<file path="src/rtl/sar_seq_pkg.sv">
`timescale 1ns/1ps
package sar_seq_pkg;
  typedef enum logic [2:0] {
    ST_ADDR,
    ST_SAMP,
    ST_CONV,
    ST_SHIFT,
    ST_DONE
  } seq_st_e;
endpackage

</file>
<file path="src/rtl/sar_addr_reg.sv">
`timescale 1ns/1ps
module sar_addr_reg #(
  parameter int ADDR_W = 4
) (
  input  logic              clk_i,
  input  logic              arst_ni,
  input  logic              di_i,
  output logic [ADDR_W-1:0] mux_o,
  output logic              hit_o,
  output logic              done_o
);
  // start bit travels to sr_q[ADDR_W]; shifting stops there
  logic [ADDR_W:0] sr_q;

  always_ff @(posedge clk_i or negedge arst_ni) begin
    if (!arst_ni)            sr_q <= '0;
    else if (!sr_q[ADDR_W])  sr_q <= {sr_q[ADDR_W-1:0], di_i};
  end

  assign done_o = sr_q[ADDR_W];
  assign hit_o  = !sr_q[ADDR_W] && sr_q[ADDR_W-1];
  assign mux_o  = sr_q[ADDR_W-1:0];

  assert_mux_frozen_R7: assert property (@(posedge clk_i) disable iff (!arst_ni)
    done_o |=> $stable(mux_o));
endmodule

</file>
<file path="src/rtl/sar_core.sv">
`timescale 1ns/1ps
module sar_core
  import sar_seq_pkg::*;
#(
  parameter int RES_W = 8
) (
  input  logic             clk_i,
  input  logic             arst_ni,
  input  logic             addr_hit_i,
  input  logic             cmp_i,
  input  logic             se_i,
  output logic [RES_W-1:0] trial_o,
  output logic             bit_o,
  output logic             oe_o,
  output logic             sars_o
);
  localparam int IDX_W = $clog2(RES_W);
  localparam logic [IDX_W-1:0] IDX_TOP = IDX_W'(RES_W - 1);

  seq_st_e          st_q;
  logic [IDX_W-1:0] idx_q;
  logic [IDX_W-1:0] sh_cnt_q;
  logic [RES_W-1:0] res_q;
  logic [RES_W-2:0] out_sr_q;
  logic             bit_q, oe_q, sars_q;
  logic [IDX_W:0]   sars_run_q;

  always_comb begin
    trial_o = '0;
    if (st_q == ST_CONV) begin
      trial_o        = res_q;
      trial_o[idx_q] = 1'b1;
    end
  end

  always_ff @(posedge clk_i or negedge arst_ni) begin
    if (!arst_ni) begin
      st_q     <= ST_ADDR;
      idx_q    <= '0;
      sh_cnt_q <= '0;
      res_q    <= '0;
      out_sr_q <= '0;
      bit_q    <= 1'b0;
      oe_q     <= 1'b0;
      sars_q   <= 1'b0;
    end else begin
      unique case (st_q)
        ST_ADDR: if (addr_hit_i) begin
          st_q  <= ST_SAMP;
          oe_q  <= 1'b1;
          bit_q <= 1'b0;
        end
        ST_SAMP: begin
          st_q   <= ST_CONV;
          sars_q <= 1'b1;
          idx_q  <= IDX_TOP;
        end
        ST_CONV: begin
          res_q[idx_q] <= cmp_i;
          bit_q        <= cmp_i;
          if (idx_q == '0) begin
            st_q     <= ST_SHIFT;
            sars_q   <= 1'b0;
            out_sr_q <= res_q[RES_W-1:1];
            sh_cnt_q <= '0;
          end else begin
            idx_q <= idx_q - 1'b1;
          end
        end
        ST_SHIFT: if (!se_i) begin
          if (sh_cnt_q == IDX_TOP) begin
            bit_q <= 1'b0;
            st_q  <= ST_DONE;
          end else begin
            bit_q    <= out_sr_q[0];
            out_sr_q <= {1'b0, out_sr_q[RES_W-2:1]};
            sh_cnt_q <= sh_cnt_q + 1'b1;
          end
        end
        default: ;
      endcase
    end
  end

  assign bit_o  = bit_q;
  assign oe_o   = oe_q;
  assign sars_o = sars_q;

  always_ff @(posedge clk_i or negedge arst_ni) begin
    if (!arst_ni)    sars_run_q <= '0;
    else if (sars_q) sars_run_q <= sars_run_q + 1'b1;
    else             sars_run_q <= '0;
  end

  assert_sars_len_R4: assert property (@(posedge clk_i) disable iff (!arst_ni)
    sars_run_q <= (IDX_W+1)'(RES_W));
endmodule

</file>
<file path="src/rtl/sar_out_stage.sv">
`timescale 1ns/1ps
module sar_out_stage (
  input  logic clk_i,
  input  logic arst_ni,
  input  logic bit_i,
  input  logic oe_i,
  output logic do_o,
  output logic oe_o
);
  always_ff @(negedge clk_i or negedge arst_ni) begin
    if (!arst_ni) begin
      do_o <= 1'b0;
      oe_o <= 1'b0;
    end else begin
      do_o <= bit_i;
      oe_o <= oe_i;
    end
  end
endmodule

</file>
<file path="src/rtl/sar_serial_seq.sv">
`timescale 1ns/1ps
module sar_serial_seq #(
  parameter int RES_W  = 8,
  parameter int ADDR_W = 4
) (
  input  logic              sclk_i,
  input  logic              rst_ni,
  input  logic              cs_ni,
  input  logic              di_i,
  input  logic              se_i,
  input  logic              cmp_i,
  output logic [RES_W-1:0]  trial_o,
  output logic              do_o,
  output logic              do_en_o,
  output logic              sars_o,
  output logic              sgl_o,
  output logic [ADDR_W-2:0] chan_o
);
  logic              arst_n;
  logic [ADDR_W-1:0] mux;
  logic              hit, addr_done, bit_d, oe_d;

  // chip-select high holds everything cleared
  assign arst_n = rst_ni && !cs_ni;

  sar_addr_reg #(.ADDR_W(ADDR_W)) u_addr (
    .clk_i(sclk_i), .arst_ni(arst_n), .di_i(di_i),
    .mux_o(mux), .hit_o(hit), .done_o(addr_done)
  );

  sar_core #(.RES_W(RES_W)) u_core (
    .clk_i(sclk_i), .arst_ni(arst_n), .addr_hit_i(hit), .cmp_i(cmp_i),
    .se_i(se_i), .trial_o(trial_o), .bit_o(bit_d), .oe_o(oe_d), .sars_o(sars_o)
  );

  sar_out_stage u_out (
    .clk_i(sclk_i), .arst_ni(arst_n), .bit_i(bit_d), .oe_i(oe_d),
    .do_o(do_o), .oe_o(do_en_o)
  );

  assign sgl_o  = mux[ADDR_W-1];
  assign chan_o = {mux[ADDR_W-3:0], mux[ADDR_W-2]};

  assert_cs_idle_R1: assert property (@(posedge sclk_i) disable iff (!rst_ni)
    cs_ni |-> (!do_en_o && !sars_o && trial_o == '0));

  assert_conv_drives_R3: assert property (@(posedge sclk_i) disable iff (!arst_n)
    sars_o |-> do_en_o);

  assert_trial_live_R5: assert property (@(posedge sclk_i) disable iff (!arst_n)
    sars_o |-> (trial_o != '0));

  assert_addr_before_conv_R2: assert property (@(posedge sclk_i) disable iff (!arst_n)
    sars_o |-> addr_done);
endmodule

</file>
<file path="config.mk">
export PLATFORM = sky130hd
export DESIGN_NAME = sar_serial_seq
export DESIGN_NICKNAME = d
export VERILOG_FILES = /design/src/rtl/sar_seq_pkg.sv /design/src/rtl/sar_addr_reg.sv /design/src/rtl/sar_core.sv /design/src/rtl/sar_out_stage.sv /design/src/rtl/sar_serial_seq.sv
export SDC_FILE = /design/constraint.sdc
export NUM_CORES = 1
export LEC_CHECK = 0
export BUFFER_PORTS_ARGS = -buffer_cell sky130_fd_sc_hd__clkbuf_2
export CAP_MARGIN = 20
export CORE_MARGIN = 3
export CORE_UTILIZATION = 61
export CTS_CLUSTER_SIZE = 14
export DETAILED_ROUTE_END_ITERATION = 10
export PLACE_DENSITY = 0.83
export SYNTH_ARGS = -nofsm -noshare
export SYNTH_HDL_FRONTEND = slang
export SYNTH_SLANG_ARGS = --single-unit
</file>
<file path="constraint.sdc">
create_clock -name sclk_i -period 3.7 [get_ports sclk_i]
set_clock_uncertainty 0.2 [all_clocks]
set_input_delay 0.37 -clock sclk_i [delete_from_list [all_inputs] [get_ports sclk_i]]
set_output_delay 0.37 -clock sclk_i [all_outputs]
set_load 0.03 [all_outputs]
</file>
Word level (Yosys, flattened, before mapping)
Index checks and enable logic that the tools add are counted.

Register bits: 34. Input bits: 6. Output and inout bits: 15. Logic and storage cells: 70.

Add/sub/neg operators: 2. Magnitude comparators: 2. Equal/unequal tests: 10. Muxes and demuxes: 26. Bitwise gates (word level): 1. Reductions and logical operators: 17.

Operator list (number): $mux W3 (8); $mux W7 (3); $pmux W7 S2 (1); $pmux W3 S2 (2); $pmux W3 S4 (1); $ne A2 B2 Y1 const B (5); $bwmux W8 (1); $mux W8 (1); $or A8 B8 Y8 (1); $eq A3 B2 Y1 const B (2); $logic_not A3 Y1 (2); $reduce_and A2 Y1 (3); $mux W1 (5); $mux W5 (1); $reduce_and A5 Y1 (1); $lt A3 B4 Y1 const B (1); $reduce_and A4 Y1 (1); $reduce_bool A2 Y1 (2); $reduce_bool A4 Y1 (1); $add A3 B1 Y3 const B (1); $demux W1 S3 (1); $eq A3 B1 Y1 const B (1); $eq A3 B3 Y1 const B (1); $ge A3 B1 Y1 const B (1); 8 further kinds (11).

Depth between registers and ports, before layout
Gate-level depths: netlist of run 1.

Depth in word-level cells: 6. Mapped depth: 8. Depth with buffers taken out: 6.

Modules after synthesis
From an unflattened synthesis of run 1, not the netlist that was laid out.

Cell total of the unflattened synthesis: 170. Area, all modules: 1680.4 um2.

By module, submodules not included: sar_core (times used 1, cells each 156, area an instance 1431.4 um2, seq. area each 675.6 um2); sar_addr_reg (times used 1, cells each 11, area an instance 185.2 um2, seq. area each 125.1 um2); sar_out_stage (times used 1, cells each 2, area an instance 50.0 um2, seq. area each 50.0 um2); sar_serial_seq (times used 1, cells each 1, area an instance 13.8 um2, seq. area each 0.0 um2).

==> results of run 1 <==
state kept, by name (all words and copies together) (netlist names):
register	flops
u_addr.sr_q	5
u_core.bit_o	1
u_core.idx_q	3
u_core.oe_o	1
u_core.out_sr_q	7
u_core.res_q	8
u_core.sars_o	1
u_core.sh_cnt_q	3
u_core.st_q	3
u_out.do_o	1
u_out.oe_o	1
cell usage after synthesis:
cell type	n
inv_1	3
o31ai_1	1
nand2b_1	5
nor2b_1	6
dfrtp_1	32
a2bb2oi_1	2
buf_2	1
nor2_8	1
clkbuf_1	7
a31oi_1	3
o21ai_0	16
ha_1	4
buf_6	3
a21oi_1	9
mux2_1	3
nor2_1	18
and3_1	1
a21boi_0	1
a21o_1	2
nand3_1	5
or3b_1	1
nor3b_1	2
o211ai_1	1
nand4_1	1
or2_2	1
mux2_2	9
dfrtn_1	2
and2b_1	1
mux2_4	1
nand2_1	19
a22o_1	1
nand3_2	1
nor3_1	1
mux2i_1	6
cell usage in the layout, fill, tap and decap left out, types with 3 or more instances in the layout:
cell,netlist,routed
nor2_1,18,18
ha_1,4,4
clkbuf_2,0,20
mux2i_1,6,6
nand2_1,19,19
clkbuf_4,0,5
nor2b_1,6,5
o21ai_0,16,16
a21oi_1,9,9
nand2b_1,5,5
mux2_1,3,3
a31oi_1,3,3
dfrtp_1,32,32
nand3_1,5,5
inv_1,3,3
mux2_2,9,9
worst max path at each step:
stage,from,to,cells past startpoint
after floorplan,rst_ni,u_out.do_o,1
after CTS,u_out.oe_o,do_en_o,1
after global placement,u_out.do_o,do_o,1
after global routing,u_out.oe_o,do_en_o,1
after detailed placement,u_out.oe_o,do_en_o,1
final,u_out.oe_o,do_en_o,1
worst min-delay path: stages:
cell and delay (ps):
clkbuf_2 70, nor2b_2 220, buf_4 370
routing by layer:
metal  share of wire  up-vias
met1            0.46      591
met3           0.032        5
met4           0.016        0
met2            0.49       15
met5               0        -
li1                -      625
area by class of cell:
cell class | count | area [um2] | area share
inverter | 3 | 11.26 | 0.005984
sequential | 34 | 850.8 | 0.4521
clock buffer | 8 | 58.81 | 0.03125
timing repair buffer | 24 | 135.1 | 0.07181
multi-input combinational | 122 | 788.3 | 0.4189
tap | 30 | 37.54 | 0.01995
through the flow:
stage | setup WS (ps) | std cells | utilization
2_1_floorplan | 271.4 | 170 | -
3_3_place_gp | 721.3 | 211 | 0.7022
3_5_place_dp | 713.6 | 211 | 0.7022
4_1_cts | 357.9 | 221 | 0.7329
5_1_grt | 344.6 | 221 | 0.7329
6_report | 369.8 | 221 | 0.7329
power by group:
group	leakage (uW)	total, uW	switching, uW	internal, uW
clock	0.0000326	210	116	93.7
combinational	0.000444	846	507	339
sequential	0.000431	721	202	519
kinds of logic (layout without fill, tap and decap cells):
group,count (synthesis),count (layout),synth area share
multiplexers,19,19,0.1227
buffers and inverters,14,35,0.04456
AND/OR/NAND/NOR,63,63,0.1855
AO/OA/AOI/OAI,36,36,0.1213
adder cells (fa/ha/maj),4,4,0.02922
flip-flops,34,34,0.4967
==> reports/results.ini, run 1 <==
[outcome]
outcome = finished, final reports clean

[worst_setup_path]
crit_path_end_kind = output pin
r2r_start = u_core.oe_o
path_buf_inv = 1
r2r_slack_ps = 1090
path_max_fanout = 1
start_kind = register
critPathRequiredTime_ps = 3130
path_delay_family = flip-flops
critPathKind = reg -> out
cp.arrival_ps = 2760
cp_cell_sequence = clkbuf_2
reg2regPathDepth = 0
worst_path_max_delay_cell = dfrtn_1
r2r-end = u_out.oe_o
max_stage_delay_ps = 400

[final_layout]
antenna_cells = 0
final_nets = 200
postLayoutCellArea_um2 = 1882
synthToLayoutAreaGrowth_pct = 9.861
num-fill-cells = 205
drive_gt1_frac = 0.2199

[clocking]
htree_levels = 2
ctsHoldBuffers = 2
clk_pin_slew_ps = 110
cts_tree = yes
clock_latency_ps = 340
ctsResizeCount = 0
cts.path.max_buffers = 2
postCtsSetupBuffers = 0
cts_made_buffers = 5
root_buffer = clkbuf_4
cts.sinks = 34

[routing]
vias_per_cell = 5.593
dr.pass1.iters = 4
wire_per_inst_um = 14.87
drc = 0
routed_wl_mm = 3.286
postRouteAntennaNets = 0
drt_iter0_drc = 63
vias = 1236

[die]
die_w_um = 58.99
die_h_um = 58.99
num_rows = 18
initial_core_util = 0.6672
die_area_um2 = 3480
io_pins = 21
core_area_um2 = 2567

[timing]
holdWs_ps = 75.81
slew_violations = 0
setup_viol = 0
hold_viol = 0
setup_tns_ps = 0
rsz0062_at_grt = no
slew_headroom = 0.4028
worst_pin_slew_ps = 895.8

[synthesis]
postSynthCellCount = 170
syn_nets = 180
ys_seq_elements = 34
synthTopCellsByArea = dfrtp_1 (47%), mux2_2 (5.9%), o21ai_0 (4.7%)
netlist.top_cell.by_area = dfrtp_1
syn_area_um2 = 1713
synth_area_per_cell_um2 = 10.08
yosysSeqAreaShare = 0.4967
synth.top_cell.area_share = 0.4675
ys_warn_count = 0
synth_cell_types = 34

[power]
p_total_uw = 1777
powerDensity_nw_per_um2 = 944.3
leakage_uw = 0.0009077
ir_drop_mv = 0.8072

[global_routing]
grt_util_met2 = 0.3738
grt.total_usage = 0.2222
grt_pass1_wl_mm = 5.699
first_global_vias = 1226
met3_usage = 0.06536
grt_max_degree = 28
use_met1 = 0.2719
busiest_layer = met2
grt_antenna_before_repair = 0
grt_overflow = 0

[place]
io_buffers = 20
place_congestion = 0.8857
hpwl_mm = 2.364
dpl_cell_area_um2 = 1803

[worst_hold_path]
hold_class = in -> async

[run]
max_cap_viol_count = 0

Note: power is estimated with default switching activity, not from simulation.
==> inputs of run 2 (changes only) <==
Settings changed: CORE_UTILIZATION 61 to 30, PLACE_DENSITY 0.83 to not set.
==> run 2 against run 1 <==
  * Clock power grew 100%
  * Setup slack gained 49 ps
  * Non-clock buffer count shrank 1
  * Sequential share of layout area shrank 2.8 points
  * Largest power group unchanged
  * Worst hold slack gained 37 ps
  * Count of clock-buffer cells in the layout shrank 2
  * Sequential power shrank 5.7%
  * Die area grew 91%
  * Routed wire length shrank 0.37%
  * Critical path depth is the same
==> reports/results.ini, run 2 (synthesis results as in run 1) <==
[outcome]
outcome = finished, final reports clean

[routing]
top_layer = met4
wire_per_inst_um = 12.59
vias_per_cell = 4.681
wl_met3_um = 95
vias = 1217
routed_wl_mm = 3.274
route.layer.met1.wl_mm = 1.668
postRouteAntennaNets = 0
dr.pass1.iters = 4
drt_iter0_drc = 87
wl_met2_mm = 1.449
drc = 0

[final_layout]
largestRegisters = u_core.res_q: 8 flops, u_core.out_sr_q: 7 flops, u_addr.sr_q: 5 flops
antenna_cells = 0
num-fill-cells = 540
synthToLayoutAreaGrowth_pct = 17.24
mostFrequentLayoutCells = dfrtp_1 (32), clkbuf_2 (20), nand2_1 (19), nor2_1 (18), o21ai_0 (16)
final_nets = 199
largest_reg_flops = 8
layout_commonest_cell = dfrtp_1
regMostFlops = u_core.res_q
drive_gt1_frac = 0.2368

[clocking]
htree_levels = 2
cts.sinks = 34
ctsHoldBuffers = 0
cts.path.max_buffers = 2
cts_made_buffers = 5
clk_pin_slew_ps = 70
cts_tree = yes
postCtsSetupBuffers = 0
root_buffer = clkbuf_8
clock_latency_ps = 280
ctsResizeCount = 0

[worst_setup_path]
start_kind = register
r2r_slack_ps = 1120
crit_path_end_kind = output pin
reg2regPathDepth = 0
max_stage_delay_ps = 380
path_delay_family = flip-flops
critPathRequiredTime_ps = 3130
cp.arrival_ps = 2710
path_buf_inv = 1
r2r-end = u_out.oe_o
r2r_start = u_core.oe_o
critPathKind = reg -> out
cp.depth = 1
path_max_fanout = 1
worst_path_max_delay_cell = dfrtn_1
cp_cell_sequence = clkbuf_2

[timing]
hold_viol = 0
setup_tns_ps = 0
rsz0062_at_grt = no
layout_setup_ws_ps = 418.4
worst_pin_slew_ps = 501.8
slew_violations = 0
slew_headroom = 0.6655
setup_viol = 0

[global_routing]
first_global_vias = 1202
grt.total_usage = 0.1128
grt_max_degree = 33
grt_pass1_wl_mm = 5.637
grt_overflow = 0
grt_antenna_before_repair = 0

[die]
core_area_um2 = 5303
die_h_um = 81.56
die_w_um = 81.56
io_pins = 21
initial_core_util = 0.3230
die_area_um2 = 6652
num_rows = 26

[place]
hpwl_mm = 2.257
place_congestion = 0.7696
io_buffers = 20
pre_cts_slack_ps = 722.6

[power]
powerDensity_nw_per_um2 = 988.9
ir_drop_mv = 0.4883
leakage_uw = 0.0009462

[run]
max_cap_viol_count = 0

[worst_hold_path]
hold_class = in -> async

[run 2: changes by cell type in the layout (fill, tap and decap cells not counted)]
| cell | change |
|---|---|
| buf_4 | +1 |
| bufinv_16 | +2 |
| clkbuf_1 | -2 |
| clkbuf_4 | -5 |
| clkbuf_8 | +5 |
| dlygate4sd3_1 | -2 |
| nor2b_2 | -1 |
| nor2b_4 | +1 |
[run 2: stage by stage]
step / total power, uW / cells / hold WS (ps) / cell area [um2] / utilization
2_1_floorplan: 1390 / 170 / 225.3 / 1715 / -
3_3_place_gp: 1561 / 252 / 238.0 / 1866 / 0.3518
3_5_place_dp: 1573 / 252 / 247.3 / 1866 / 0.3518
4_1_cts: 2000 / 260 / 114.4 / 2008 / 0.3787
5_1_grt: 2142 / 260 / 124.4 / 2008 / 0.3787
6_report: 1986 / 260 / 112.7 / 2008 / 0.3787
[run 2: where the power goes]
group | switching, uW | internal [uW]
Clock | 136 | 287
Sequential | 159 | 521
Combinational | 542 | 341
Total | 836 | 1150
[run 2: cell type report]
| class | count | area [um2] | area share |
|---|---|---|---|
| clock inverters | 2 | 60.06 | 0.02991 |
| flip-flops and latches | 34 | 850.8 | 0.4237 |
| repair buffers | 23 | 122.6 | 0.06106 |
| well taps | 70 | 87.58 | 0.04361 |
| clock buffers | 6 | 82.58 | 0.04112 |
| multi-input cells | 122 | 793.3 | 0.3950 |
| inverters | 3 | 11.26 | 0.005607 |
[run 2: how the worst max path moves through the flow]
stage	from	endpoint
5_1_grt	u_out.do_o	do_o
6_report	u_out.oe_o	do_en_o
2_1_floorplan	rst_ni	u_out.do_o
4_1_cts	u_out.oe_o	do_en_o
3_5_place_dp	u_out.oe_o	do_en_o
3_3_place_gp	u_out.do_o	do_o
[run 2: routing by layer]
layer	track usage	vias to the layer above
li1	-	622
met1	0.1516	571
met2	0.1669	20
met3	0.02961	4
met4	0.05574	0
met5	0	-
==> inputs of run 3 (changes only) <==
Settings changed: ABC_AREA set to 1.
==> run 3 against run 2 <==
  * Critical path depth unchanged
  * Setup slack got worse by 4.1 ps
  * Cell area decreased by 2.2%
  * Non-clock buffer count unchanged
  * Critical path type unchanged
  * Critical endpoint is now do_o
==> reports/results.ini, run 3 <==
[outcome]
outcome = finished, final reports clean

[timing]
worst_pin_slew_ps = 560.1
hold_viol = 0
setup_tns_ps = 0
slew_headroom = 0.6256
slew_violations = 0
rsz0062_at_grt = no
setup_viol = 0
layout_setup_ws_ps = 414.3

[clocking]
root_buffer = clkbuf_8
cts_tree = yes
clock_latency_ps = 290
cts.path.max_buffers = 2
cts.sinks = 34
cts_made_buffers = 5
ctsHoldBuffers = 2
ctsResizeCount = 0
postCtsSetupBuffers = 0
htree_levels = 2
clk_pin_slew_ps = 70

[synthesis]
synth_edf_count = 0
ys_warn_count = 0
yosysSeqAreaShare = 0.5078
netlist.top_cell.by_area = dfrtp_1
synth_area_per_cell_um2 = 7.866
synth_flop_cell = dfrtp_1
ys_seq_elements = 34
syn_area_um2 = 1675
synthArstFlopShare = 1.000
synthTopCellsByCount = nand2_1 (71), dfrtp_1 (32), inv_1 (23)
syn_nets = 223
synth.top_cell.area_share = 0.4780
yosysMostFrequentCell = nand2_1
synthTopCellsByArea = dfrtp_1 (48%), nand2_1 (16%), o21ai_0 (6.0%)
synth_cell_types = 22
postSynthCellCount = 213

[worst_setup_path]
cp.depth = 1
cp_cell_sequence = clkbuf_2
critPathRequiredTime_ps = 3130
start_kind = register
r2r-end = u_out.oe_o
path_max_fanout = 1
r2r_slack_ps = 1120
worst_path_max_delay_cell = dfrtn_1
max_stage_delay_ps = 380
path_delay_family = flip-flops
critPathKind = reg -> out
cp.arrival_ps = 2720
crit_end = do_o
r2r_start = u_core.oe_o
crit_start = u_out.do_o
crit_path_end_kind = output pin
path_buf_inv = 1
reg2regPathDepth = 0

[final_layout]
seqCellArea_um2 = 850.8
largest_reg_flops = 8
multi_input_area_um2 = 715.7
synthToLayoutAreaGrowth_pct = 17.18
drive_gt1_frac = 0.1500
antenna_cells = 0
utilization = 0.3748
largestRegisters = u_core.res_q: 8 flops, u_core.out_sr_q: 7 flops, u_addr.sr_q: 5 flops
num-fill-cells = 533
mostFrequentLayoutCells = nand2_1 (71), dfrtp_1 (32), inv_1 (23), o21ai_0 (20), clkbuf_2 (20)
regMostFlops = u_core.res_q
final_nets = 249
final_cells = 310
layout_commonest_cell = nand2_1

[routing]
vias = 1412
dr.pass1.iters = 4
vias_per_cell = 4.555
routed_wl_mm = 3.483
wire_per_inst_um = 11.24
drt_iter0_drc = 73
drc = 0
postRouteAntennaNets = 0

[global_routing]
grt_pass1_wl_mm = 6.154
grt.total_usage = 0.1233
first_global_vias = 1333
grt_max_degree = 29
grt_antenna_before_repair = 0
grt_overflow = 0

[run]
max_cap_viol_count = 0

[power]
powerDensity_nw_per_um2 = 347.9
clockPowerShare = 0.415
p_seq_frac = 0.550
switching_share = 0.2227
comb_power_share = 0.035
leakage_uw = 0.001051
p_int_uw = 530.9
ir_drop_mv = 0.2242
p_switching_uw = 152.1

[place]
hpwl_mm = 2.492
dp_cells = 300
io_buffers = 20
place_congestion = 0.7567
pre_cts_slack_ps = 720.5

[die]
die_h_um = 80.73
io_pins = 21
core_area_um2 = 5238
die_area_um2 = 6517
die_w_um = 80.73
num_rows = 26
initial_core_util = 0.3199

[worst_hold_path]
hold_class = in -> async

run 3: cell types whose count changed after synthesis, moves of 3 or more:
cell,before,now
a21oi_1,9,4
clkbuf_1,7,0
inv_1,3,23
mux2i_1,6,0
nor2b_1,6,0
nand3_1,5,17
mux2_2,9,0
o21ai_0,16,20
nand2b_1,5,0
mux2_1,3,0
o21bai_1,0,3
a31oi_1,3,0
nand2_1,19,71
run 3: final cells by class:
type	count	area share
clock buffers	7	0.04398
clock inverters	1	0.002549
inverters	24	0.04589
multi-input cells	151	0.3646
flip-flops and latches	34	0.4334
well taps	70	0.04461
repair buffers	23	0.06501
run 3: worst min path at each step:
stage                      from  slack (ps)        endpoint
floorplan           u_core.oe_o         240     u_core.oe_o
finish                   rst_ni          80  u_core.st_q[1]
global route               di_i         100  u_addr.sr_q[0]
CTS                        di_i          80  u_addr.sr_q[0]
global placement          cs_ni         140     u_core.oe_o
detailed placement        cs_ni         150     u_core.oe_o
run 3: cells by family (layout without fill, tap and decap cells):
kind of cell,Yosys count,after routing,synth area share
buffers and inverters,28,55,0.06945
adder cells (fa/ha/maj),4,4,0.02987
flip-flops,34,34,0.5078
XOR/XNOR,1,1,0.005229
AND/OR/NAND/NOR,115,115,0.2868
AO/OA/AOI/OAI,31,31,0.1008
run 3: metrics by stage:
step | power, uW | hold slack, ps | instance area, um2
final | 683.1 | 83.58 | 1963
after global routing | 713.6 | 99.89 | 1963
after CTS | 693.1 | 80.43 | 1963
after detailed placement | 406.0 | 146.0 | 1852
after global placement | 406.1 | 138.8 | 1852
after floorplan | 395.2 | 240.6 | 1678
run 3: routing by layer:
layer  vias up  routed length [um]  global-route usage
met4         0                  80             0.05068
met1       653                1685              0.1595
met3        10                 150             0.03437
met5         -                   0                   0
met2        25                1567              0.1945
li1        724                   -                   -
run 3: power groups by stage:
stage / logic (uW) / clock network, uW / registers, uW
6_report: 24.0 / 284 / 376
5_1_grt: 27.2 / 311 / 376
4_1_cts: 25.2 / 292 / 375
3_5_place_dp: 23.4 / 0 / 383
3_3_place_gp: 23.6 / 0 / 382
2_1_floorplan: 8.22 / 0 / 387
